[src/rtl/wsg_pkg.sv]
package wsg_pkg;

  typedef enum logic [1:0] {
    OP_NONE = 2'b00,
    OP_PROG = 2'b01,
    OP_SECT = 2'b10,
    OP_BANK = 2'b11
  } op_kind_e;

  typedef enum logic [1:0] {
    PH_IDLE   = 2'd0,
    PH_BUSY   = 2'd1,
    PH_SETTLE = 2'd2
  } phase_e;

  function automatic logic kind_is_erase(input op_kind_e k);
    return (k == OP_SECT) || (k == OP_BANK);
  endfunction

  function automatic int max_of(input int a, input int b);
    return (a > b) ? a : b;
  endfunction

  // Host-visible byte for the current phase
  function automatic logic [7:0] status_byte(input phase_e ph, input logic erase,
                                             input logic wr_msb, input logic tgl,
                                             input logic [7:0] arr);
    logic [7:0] o;
    case (ph)
      PH_BUSY:   o = {(erase ? 1'b0 : ~wr_msb), tgl, arr[5:0]};
      PH_SETTLE: o = {arr[7], 7'b000_0000};
      default:   o = arr;
    endcase
    return o;
  endfunction

endpackage

[src/rtl/wsg_busy_timer.sv]
module wsg_busy_timer
  import wsg_pkg::*;
#(
  parameter int PROG_CYC   = 20,
  parameter int SECT_CYC   = 40,
  parameter int BANK_CYC   = 60,
  parameter int SETTLE_CYC = 3
) (
  input  logic     clk,
  input  logic     rst_n,
  input  logic     start,
  input  op_kind_e kind,
  output phase_e   phase,
  output logic     accept,
  output logic     last_busy
);

  localparam int MAX_CYC = max_of(max_of(PROG_CYC, SECT_CYC), max_of(BANK_CYC, SETTLE_CYC));
  localparam int CW      = $clog2(MAX_CYC + 1);
  localparam logic [CW-1:0] PROG_LD   = CW'(PROG_CYC - 1);
  localparam logic [CW-1:0] SECT_LD   = CW'(SECT_CYC - 1);
  localparam logic [CW-1:0] BANK_LD   = CW'(BANK_CYC - 1);
  localparam logic [CW-1:0] SETTLE_LD = CW'(max_of(SETTLE_CYC, 1) - 1);

  logic [CW-1:0] cnt_q;
  logic [CW-1:0] load_val;

  always_comb begin
    case (kind)
      OP_SECT: load_val = SECT_LD;
      OP_BANK: load_val = BANK_LD;
      default: load_val = PROG_LD;
    endcase
  end

  assign accept    = (phase == PH_IDLE) && start && (kind != OP_NONE);
  assign last_busy = (phase == PH_BUSY) && (cnt_q == '0);

  always_ff @(posedge clk) begin
    if (!rst_n) begin
      phase <= PH_IDLE;
      cnt_q <= '0;
    end else begin
      case (phase)
        PH_IDLE: begin
          if (accept) begin
            phase <= PH_BUSY;
            cnt_q <= load_val;
          end
        end
        PH_BUSY: begin
          if (cnt_q == '0) begin
            phase <= (SETTLE_CYC == 0) ? PH_IDLE : PH_SETTLE;
            cnt_q <= SETTLE_LD;
          end else begin
            cnt_q <= cnt_q - 1'b1;
          end
        end
        PH_SETTLE: begin
          if (cnt_q == '0) phase <= PH_IDLE;
          else             cnt_q <= cnt_q - 1'b1;
        end
        default: phase <= PH_IDLE;
      endcase
    end
  end

endmodule

[src/rtl/wsg_toggle.sv]
module wsg_toggle (
  input  logic clk,
  input  logic rst_n,
  input  logic clr,
  input  logic en,
  input  logic rd_stb,
  output logic rd_edge,
  output logic tgl
);

  logic rd_q;

  assign rd_edge = rd_stb && !rd_q;

  always_ff @(posedge clk) begin
    if (!rst_n) begin
      rd_q <= 1'b0;
      tgl  <= 1'b0;
    end else begin
      rd_q <= rd_stb;
      if (clr)                tgl <= 1'b0;
      else if (en && rd_edge) tgl <= ~tgl;
    end
  end

endmodule

[src/rtl/wsg_ctx_latch.sv]
module wsg_ctx_latch
  import wsg_pkg::*;
(
  input  logic     clk,
  input  logic     rst_n,
  input  logic     load,
  input  op_kind_e kind,
  input  logic     wr_msb,
  output logic     erase_q,
  output logic     wr_msb_q
);

  always_ff @(posedge clk) begin
    if (!rst_n) begin
      erase_q  <= 1'b0;
      wr_msb_q <= 1'b0;
    end else if (load) begin
      erase_q  <= kind_is_erase(kind);
      wr_msb_q <= wr_msb;
    end
  end

endmodule

[src/rtl/wsg_encode.sv]
module wsg_encode
  import wsg_pkg::*;
(
  input  phase_e     phase,
  input  logic       erase,
  input  logic       wr_msb,
  input  logic       tgl,
  input  logic [7:0] arr,
  output logic [7:0] bus
);

  always_comb bus = status_byte(phase, erase, wr_msb, tgl, arr);

endmodule

[src/rtl/wsg_status.sv]
module wsg_status
  import wsg_pkg::*;
#(
  parameter int PROG_CYC   = 20,
  parameter int SECT_CYC   = 40,
  parameter int BANK_CYC   = 60,
  parameter int SETTLE_CYC = 3
) (
  input  logic       clk,
  input  logic       rst_n,
  input  logic       op_start,
  input  logic [1:0] op_kind,
  input  logic       wr_bit7,
  input  logic       rd_stb,
  input  logic [7:0] arr_byte,
  output logic [7:0] bus_byte,
  output logic       op_busy
);

  op_kind_e kind_w;
  phase_e   phase_w;
  logic     accept_w;
  logic     last_busy_w;
  logic     settle_w;
  logic     rd_edge_w;
  logic     tgl_w;
  logic     erase_w;
  logic     wr_msb_w;

  assign kind_w   = op_kind_e'(op_kind);
  assign op_busy  = (phase_w == PH_BUSY);
  assign settle_w = (phase_w == PH_SETTLE);

  wsg_busy_timer #(
    .PROG_CYC  (PROG_CYC),
    .SECT_CYC  (SECT_CYC),
    .BANK_CYC  (BANK_CYC),
    .SETTLE_CYC(SETTLE_CYC)
  ) u_timer (
    .clk      (clk),
    .rst_n    (rst_n),
    .start    (op_start),
    .kind     (kind_w),
    .phase    (phase_w),
    .accept   (accept_w),
    .last_busy(last_busy_w)
  );

  wsg_toggle u_toggle (
    .clk    (clk),
    .rst_n  (rst_n),
    .clr    (accept_w),
    .en     (op_busy),
    .rd_stb (rd_stb),
    .rd_edge(rd_edge_w),
    .tgl    (tgl_w)
  );

  wsg_ctx_latch u_ctx (
    .clk     (clk),
    .rst_n   (rst_n),
    .load    (accept_w),
    .kind    (kind_w),
    .wr_msb  (wr_bit7),
    .erase_q (erase_w),
    .wr_msb_q(wr_msb_w)
  );

  wsg_encode u_enc (
    .phase (phase_w),
    .erase (erase_w),
    .wr_msb(wr_msb_w),
    .tgl   (tgl_w),
    .arr   (arr_byte),
    .bus   (bus_byte)
  );

endmodule

[config.mk]
export PLATFORM = sky130hd
export DESIGN_NAME = wsg_status
export DESIGN_NICKNAME = d
export VERILOG_FILES = /design/src/rtl/wsg_pkg.sv /design/src/rtl/wsg_busy_timer.sv /design/src/rtl/wsg_toggle.sv /design/src/rtl/wsg_ctx_latch.sv /design/src/rtl/wsg_encode.sv /design/src/rtl/wsg_status.sv
export SDC_FILE = /design/constraint.sdc
export NUM_CORES = 1
export LEC_CHECK = 0
export BUFFER_PORTS_ARGS = -buffer_cell sky130_fd_sc_hd__buf_2
export CAP_MARGIN = 30
export CORE_MARGIN = 1
export CORE_UTILIZATION = 29
export DETAILED_ROUTE_END_ITERATION = 8
export PLACE_DENSITY = 0.49
export SYNTH_ARGS = -nofsm -noshare
export SYNTH_HDL_FRONTEND = slang
export SYNTH_SLANG_ARGS = --single-unit
[constraint.sdc]
create_clock -name clk -period 4.5 [get_ports clk]
set_input_delay 0.225 -clock clk [delete_from_list [all_inputs] [get_ports clk]]
set_output_delay 0.225 -clock clk [all_outputs]
set_load 0.01 [all_outputs]
# After elaboration in Yosys (flattened, before gate mapping)
# Cells that the tools add are included.
dict set report classes {
  add_sub_neg 1
  eq_ne 8
  mux 11
  bitwise 3
  n_reduce_logical 13
}
# cell n
set ops {}
lappend ops {{$mux W6} 3}
lappend ops {{$pmux W6 S3} 1}
lappend ops {{$pmux W8 S2} 1}
lappend ops {{$pmux W6 S2} 1}
lappend ops {{$eq A2 B2 Y1 const B} 3}
lappend ops {{$logic_not A6 Y1} 1}
lappend ops {{$mux W2} 3}
lappend ops {{$ne A2 B2 Y1 const B} 3}
lappend ops {{$pmux W2 S3} 1}
lappend ops {{$reduce_and A3 Y1} 2}
lappend ops {{$sub A6 B1 Y6 const B} 1}
lappend ops {{$logic_and A1 B1 Y1} 4}
lappend ops {{$not A1 Y1} 3}
lappend ops {{$reduce_bool A3 Y1} 1}
lappend ops {{$eq A2 B1 Y1 const B} 1}
lappend ops {{$logic_not A2 Y1} 1}
lappend ops {{$ne A2 B1 Y1 const B} 1}
lappend ops {{$reduce_bool A2 Y1} 1}
lappend ops {{$reduce_or A2 Y1} 1}
lappend ops {{$logic_not A1 Y1} 1}
lappend ops {{$logic_or A1 B1 Y1} 1}
lappend ops {{$mux W1} 1}
dict set report word_totals {
  output_inout_bits 9
  elab_cells 42
  ff_bits 12
  input_bits 15
}

# Longest topological paths before layout
dict set report depth {
  word_depth 5
  ltp_mapped 7
  mapped_depth_nobuf 6
}

# By module
# Synthesis repeated with hierarchy kept, for this count alone.
dict set report unflattened {
  hier_cells 109
  hier_area_um2 895.9
}
# mod cells_per_inst area_per_inst_um2 seq_area_each_um2 instances
set modules_own_cells {}
lappend modules_own_cells {wsg_busy_timer 76 595.6 160.2 1}
lappend modules_own_cells {wsg_encode 18 126.4 0.0 1}
lappend modules_own_cells {wsg_toggle 8 87.6 40.0 1}
lappend modules_own_cells {wsg_ctx_latch 6 72.6 40.0 1}
lappend modules_own_cells {wsg_status 1 13.8 0.0 1}

# Worst setup path after synthesis
# OpenSTA, ideal clock, no wires.
dict set report synth_timing {
  path_type {register to register}
  start {register u_timer.phase[1]}
  end {register u_timer.cnt_q[2]}
  required_ns 4.408
  path_stages_with_launch 7
  path_buffers 0
  slack_ns 2.857
  synth_period_minus_slack_ns 1.643
  arrival_time_ns 1.550
  cell_sequence {dfxtp_1 inv_1 ha_1 inv_1 a211oi_2 a221oi_1 o32ai_1}
}
dict set report synth_via {
  elab_chain_len 5
}
# item line
set synth_rtl {}
lappend synth_rtl {{from (decl)} wsg_busy_timer.sv:13} ;# output phase_e phase,
lappend synth_rtl {{from (signal assigned)} wsg_busy_timer.sv:53} ;# phase <= (SETTLE_CYC == 0) ? PH_IDLE : PH_SETTLE;
lappend synth_rtl {{$logic_not A2 Y1} {wsg_busy_timer.sv:36, wsg_busy_timer.sv:44}}
lappend synth_rtl {{$logic_and A1 B1 Y1 (2 in a row)} wsg_busy_timer.sv:36} ;# assign accept = (phase == PH_IDLE) && start && (kind != OP_NONE);
lappend synth_rtl {{$ne A2 B2 Y1 (no source line)} -}
lappend synth_rtl {{$reduce_and A3 Y1 (no source line)} -}
lappend synth_rtl {{to (signal assigned)} wsg_busy_timer.sv:48} ;# cnt_q <= load_val;
lappend synth_rtl {{to (signal assigned)} wsg_busy_timer.sv:56} ;# cnt_q <= cnt_q - 1'b1;
lappend synth_rtl {{to (signal assigned)} wsg_busy_timer.sv:61} ;# else cnt_q <= cnt_q - 1'b1;
lappend synth_rtl {{to (decl)} wsg_busy_timer.sv:25} ;# logic [CW-1:0] cnt_q;
# Several ways; a longest one is shown, not always the timed one.
# A chain may end at the register's enable or synchronous reset.

# Final worst setup path
dict set report layout_timing {
  start {register u_timer.phase[1]}
  end {output port bus_byte[7]}
}
dict set report layout_via {
  elab_chain_len 2
}
# item line
set layout_rtl {}
lappend layout_rtl {{$eq A2 B2 Y1 / $eq A2 B1 Y1 (equally long branches)} wsg_pkg.sv:29} ;# case (ph)
lappend layout_rtl {{$pmux W8 S2 (*)} wsg_pkg.sv:29}
lappend layout_rtl {{to (decl)} wsg_status.sv:16} ;# output logic [7:0] bus_byte,
# Mark *: on every way between the ends. The rest lies on a longest branch, timed or not.

==> results.md <==
- The flow ran to the end, but the final reports show violations.
- The final reports fail on DRC.
- The worst-case headroom to the max-slew limit is between 60 and 70%.
- The category of cells accounting for the largest share of critical-path delay is adder cells.
- The later pin in the worst-skew pair is clocked with a latency of roughly 280 ps.
- The dominant cell type by area after synthesis is sky130_fd_sc_hd__dfxtp_1.
- The worst hold-check slack is roughly 170 ps.
- The first-pass GRT wire length is 3.48 mm.
- The synthesized area divided by synthesized cell count is 8.35 sq um.
- 24 I/O pins were placed.
- The setup-violating endpoint count in the final report is 0.
- The number of endpoints with negative hold slack in the final report is 0.
- After synthesis, the largest family of logic cells by area is compound AO/OA/AOI/OAI gates.
- Power spread over the standard cell area amounts to around 590 nW/um^2.
- The data arrival time of the worst path is around 1900 ps.
- Once detail routing completed, the nets flagged for antenna violations numbered 0.
- The share of synthesized registers carrying an async set or reset is 0%.
- The number of pins with negative max-slew slack in the final report is 0.
- Of the total power, the clock network draws between 10% and 20%.
- The floorplan step defined a die boundary enclosing 3280 sq um.
- In this run the standard cell core region covers roughly 2800 sq um.
- Cell internal power was estimated by the tool at 344 uW.
- The flop and latch count out of synthesis is 12.
- Once the floorplan was initialized, standard cells occupied 31.3% of the core.
- The critical path class is reg2out.
- In this run the cell area of the synthesized design comes to around 880 sq um.
- The distinct cell type count after synthesis is 38.
- The total inserted antenna cells is 0.
- Counting the fill cells in the layout gives around 300.
- The number of placed instances, taps included, is roughly 160.
- The dominant cell by count in the synthesized netlist is sky130_fd_sc_hd__dfxtp_1.
- The initial antenna violation count came to 0.
- The slowest stage of the critical path belongs to the cell sky130_fd_sc_hd__ha_1.
- The post-synth net total is about 130.
- The worst setup timing slack at the placement stage is 2550 ps.
- The final cycle utilization of the critical path is approximately 46%.
- By count the netlist is led by sky130_fd_sc_hd__dfxtp_1 (12), sky130_fd_sc_hd__inv_1 (11), sky130_fd_sc_hd__a21oi_1 (9), sky130_fd_sc_hd__and2_1 (8).
- The floorplan die height is about 57 um.
- The total CTS buffers is 3.
- STA classifies the critical path endpoint as a primary output.
- The critical path goes through inv_1, ha_1, inv_1, o41ai_1, buf_2.
- The portion of synthesized area spent on multiplexers is under 10%.
- The area fraction in and, or, nand and nor cells after synthesis is approximately a quarter.
- The number of enable-type register cells in the synthesized netlist is 0.
- In this run, flip-flops and latches consume 26.8% of the power.
- The final critical path time including I/O delays and setup is between 2000 and 2500 ps.
- In this run the clock root is driven by a sky130_fd_sc_hd__clkbuf_4.
- The largest net degree at the start of global routing is 12.
- The pre-antenna-repair detailed-routing pass consisted of 6 iterations.
- Counting every sink on the clock net gives 12.
- In this run, post-CTS hold repair placed 0 buffers.
- The proportion of synthesized chip area in sequential cells is between 20% and 30%.
- The power dissipated by switching net loads is 284 uW.
- Along the worst path, the maximum fanout reaches 8.
- For this run the aggregate overflow at the end of global routing stands at 0.
- The proportion of power drawn by combinational gates is 59.5%.
- After detailed routing, the average wire length per cell comes to approximately 13 um.
- The dominant synthesized flop cell is sky130_fd_sc_hd__dfxtp_1.
- The least setup slack across all paths after layout is between 2000 and 2500 ps.
- For the final routed database, the setup TNS stands at 0 ps.
- Power comes to between 600 and 700 uW.
- The final layout net count is roughly 150.
- By area the synthesized netlist is led by sky130_fd_sc_hd__dfxtp_1 (27%), sky130_fd_sc_hd__ha_1 (8.5%), sky130_fd_sc_hd__and2_1 (5.7%).
- The share of layout cells above drive strength 1 is 26.0%.
- The floorplan has 19 rows.
- The maximum ir drop on the vdd rail is approximately 0.00024 V.
- The setup fix buffers added after clock tree synthesis is 0.
- After the flow finishes, the layout carries non-filler instances totaling 162.
- Routability-driven placement finished with a final weighted congestion of just over 0.8.
- The detailed placement HPWL is between 1.5 and 2 mm.
- The register cell area after layout is 240 sq um.
- For this run, the number of Yosys warnings is 0.
- The most frequent cell on the critical path is sky130_fd_sc_hd__inv_1.
- The multi-input gate area in the final layout is just under 600 sq um.
- Across the run, the number of max-cap violations was 0.
- The register clock-pin slew on the reported worst setup and hold paths is roughly 80 ps.
- The xor and xnor area share after synthesis is 0.990%.
- The synthesized netlist devotes just under 30% of its cell area to compound gates.
- On the worst path, the slowest cell contributes a delay of 460 ps.
- Synthesis produced a netlist whose cell count is between 100 and 150.
- The number of vias in the routed layout is between 800 and 900.
- In this run the horizontal extent of the chip is around 57 um.
- The first routing iteration left 34 violations.
- The clock tree from TritonCTS is done.
- The leakage power is 0.464 nW.
- The post-cts sizing count is 0.
- The number of buffers inserted by port buffering is 23.
- The routed wire length is approximately 2.1 mm.
- The level count of the clock H-tree is 1.
- The number of buffers and inverters on the critical path is 3.
- The clock passes through at most 2 buffers.
- The combined global-route utilization of all metal layers is between 10 and 15%.
- The data required time of the worst path is around 4300 ps.
- For this run, the top clock speed supported by timing is 0.483 GHz.
- The number of global-route vias before repair came to around 780.
- The top cell type by area accounts for roughly 27% of the synthesized area.
- Net switching is between 40% and 50% of the power.
- The via density per instance is 5.44.
- For the pin with the worst max-slew slack, the measured transition is about 480 ps.
- Setup repair after global routing left no endpoint under its margin.
- In the routed design, unresolved DRC markers number 10.
- The post-route clock skew is 5.16 ps.
- Relative to the synthesized area, the layout overhead comes to 19.8%.
- The class of the most critical hold timing path is in2reg.
- Summing the areas of all fa, ha and maj instances in the mapped netlist gives 8.49% of the synthesized area.
- The startpoint class of the critical path is a flop.
[stage by stage]
stage	utilization, %	area, sq um
6_report	37.5	1060
2_1_floorplan	-	885
3_3_place_gp	36.2	1020
4_1_cts	37.5	1060
5_1_grt	37.5	1060
3_5_place_dp	36.2	1020
[layout make-up]
| type | count | area share, % |
|---|---|---|
| timing repair buffer | 23 | 10.9 |
| inverter | 12 | 4.25 |
| clock buffer | 4 | 3.42 |
| sequential | 12 | 22.7 |
| tap | 31 | 3.66 |
| multi-input combinational | 80 | 55.1 |
[flip-flops by register name, summed over array words and instances, names as in the netlist]
name	count
u_ctx.erase_q	1
u_ctx.wr_msb_q	1
u_toggle.rd_q	1
u_timer.phase	2
u_toggle.tgl	1
u_timer.cnt_q	6
[worst register-to-register path: cells and delay by family (launching register included)]
| kind | cells | cell delay, ps |
|---|---|---|
| AOI/OAI and AO/OA | 3 | 760 |
| DFF | 1 | 380 |
| adders and majority gates | 1 | 460 |
| buffers and inverters | 2 | 250 |
[cells by family after synthesis]
| logic type | Yosys count |
|---|---|
| AOI/OAI and AO/OA | 36 |
| xor gates and xnor gates | 1 |
| adders and majority gates | 6 |
| buffers and inverters | 14 |
| DFF | 12 |
| muxes | 2 |
| and+or+nand+nor | 35 |
[power by group through the flow]
stage / logic, mW / clock network [mW] / registers (mW)
after floorplan: 0.286 / 0 / 0.161
after global placement: 0.378 / 0 / 0.171
after detailed placement: 0.371 / 0 / 0.170
after CTS: 0.373 / 0.0886 / 0.168
after global routing: 0.413 / 0.0929 / 0.172
final: 0.374 / 0.0859 / 0.169
[placed cells by master, fill, tap and decap left out, types with 2 or more instances in the layout]
| master | netlist | layout |
|---|---|---|
| sky130_fd_sc_hd__nand3_1 | 5 | 5 |
| sky130_fd_sc_hd__a32oi_1 | 2 | 2 |
| sky130_fd_sc_hd__buf_2 | 0 | 23 |
| sky130_fd_sc_hd__nand2_1 | 6 | 6 |
| sky130_fd_sc_hd__ha_1 | 6 | 6 |
| sky130_fd_sc_hd__nor2_1 | 4 | 4 |
| sky130_fd_sc_hd__o21ai_0 | 4 | 4 |
| sky130_fd_sc_hd__o32ai_1 | 2 | 2 |
| sky130_fd_sc_hd__and3_1 | 2 | 2 |
| sky130_fd_sc_hd__inv_1 | 11 | 11 |
| sky130_fd_sc_hd__dfxtp_1 | 12 | 12 |
| sky130_fd_sc_hd__a21o_1 | 2 | 2 |
| sky130_fd_sc_hd__o21ai_1 | 4 | 4 |
| sky130_fd_sc_hd__clkbuf_4 | 0 | 3 |
| sky130_fd_sc_hd__a21oi_1 | 9 | 9 |
| sky130_fd_sc_hd__a221oi_1 | 3 | 3 |
| sky130_fd_sc_hd__nand3b_1 | 2 | 2 |
| sky130_fd_sc_hd__and2_1 | 8 | 8 |
| sky130_fd_sc_hd__mux2i_1 | 2 | 2 |
| sky130_fd_sc_hd__nor3b_1 | 2 | 2 |
[path summary, 6_finish.rpt]
check,from,end,slack [ps],cells after the start
worst max-delay path,u_timer.phase[1],bus_byte[7],2430,5
worst min register to register,u_ctx.wr_msb_q,u_ctx.wr_msb_q,520,2
worst max register to register,u_timer.phase[1],u_timer.cnt_q[2],2570,6
worst min-delay path,rd_stb,u_toggle.rd_q,170,2
[routing by layer]
layer	global-route usage, %	vias to the layer above	wire [um]	share of wire [%]
met5	0	-	0	0
met2	21.5	35	929	43
met3	4.54	4	176	8.2
met1	17.8	402	1010	47
met4	5.57	0	28	1.3
li1	-	440	-	-
Note: power is estimated with default switching activity, not from simulation.
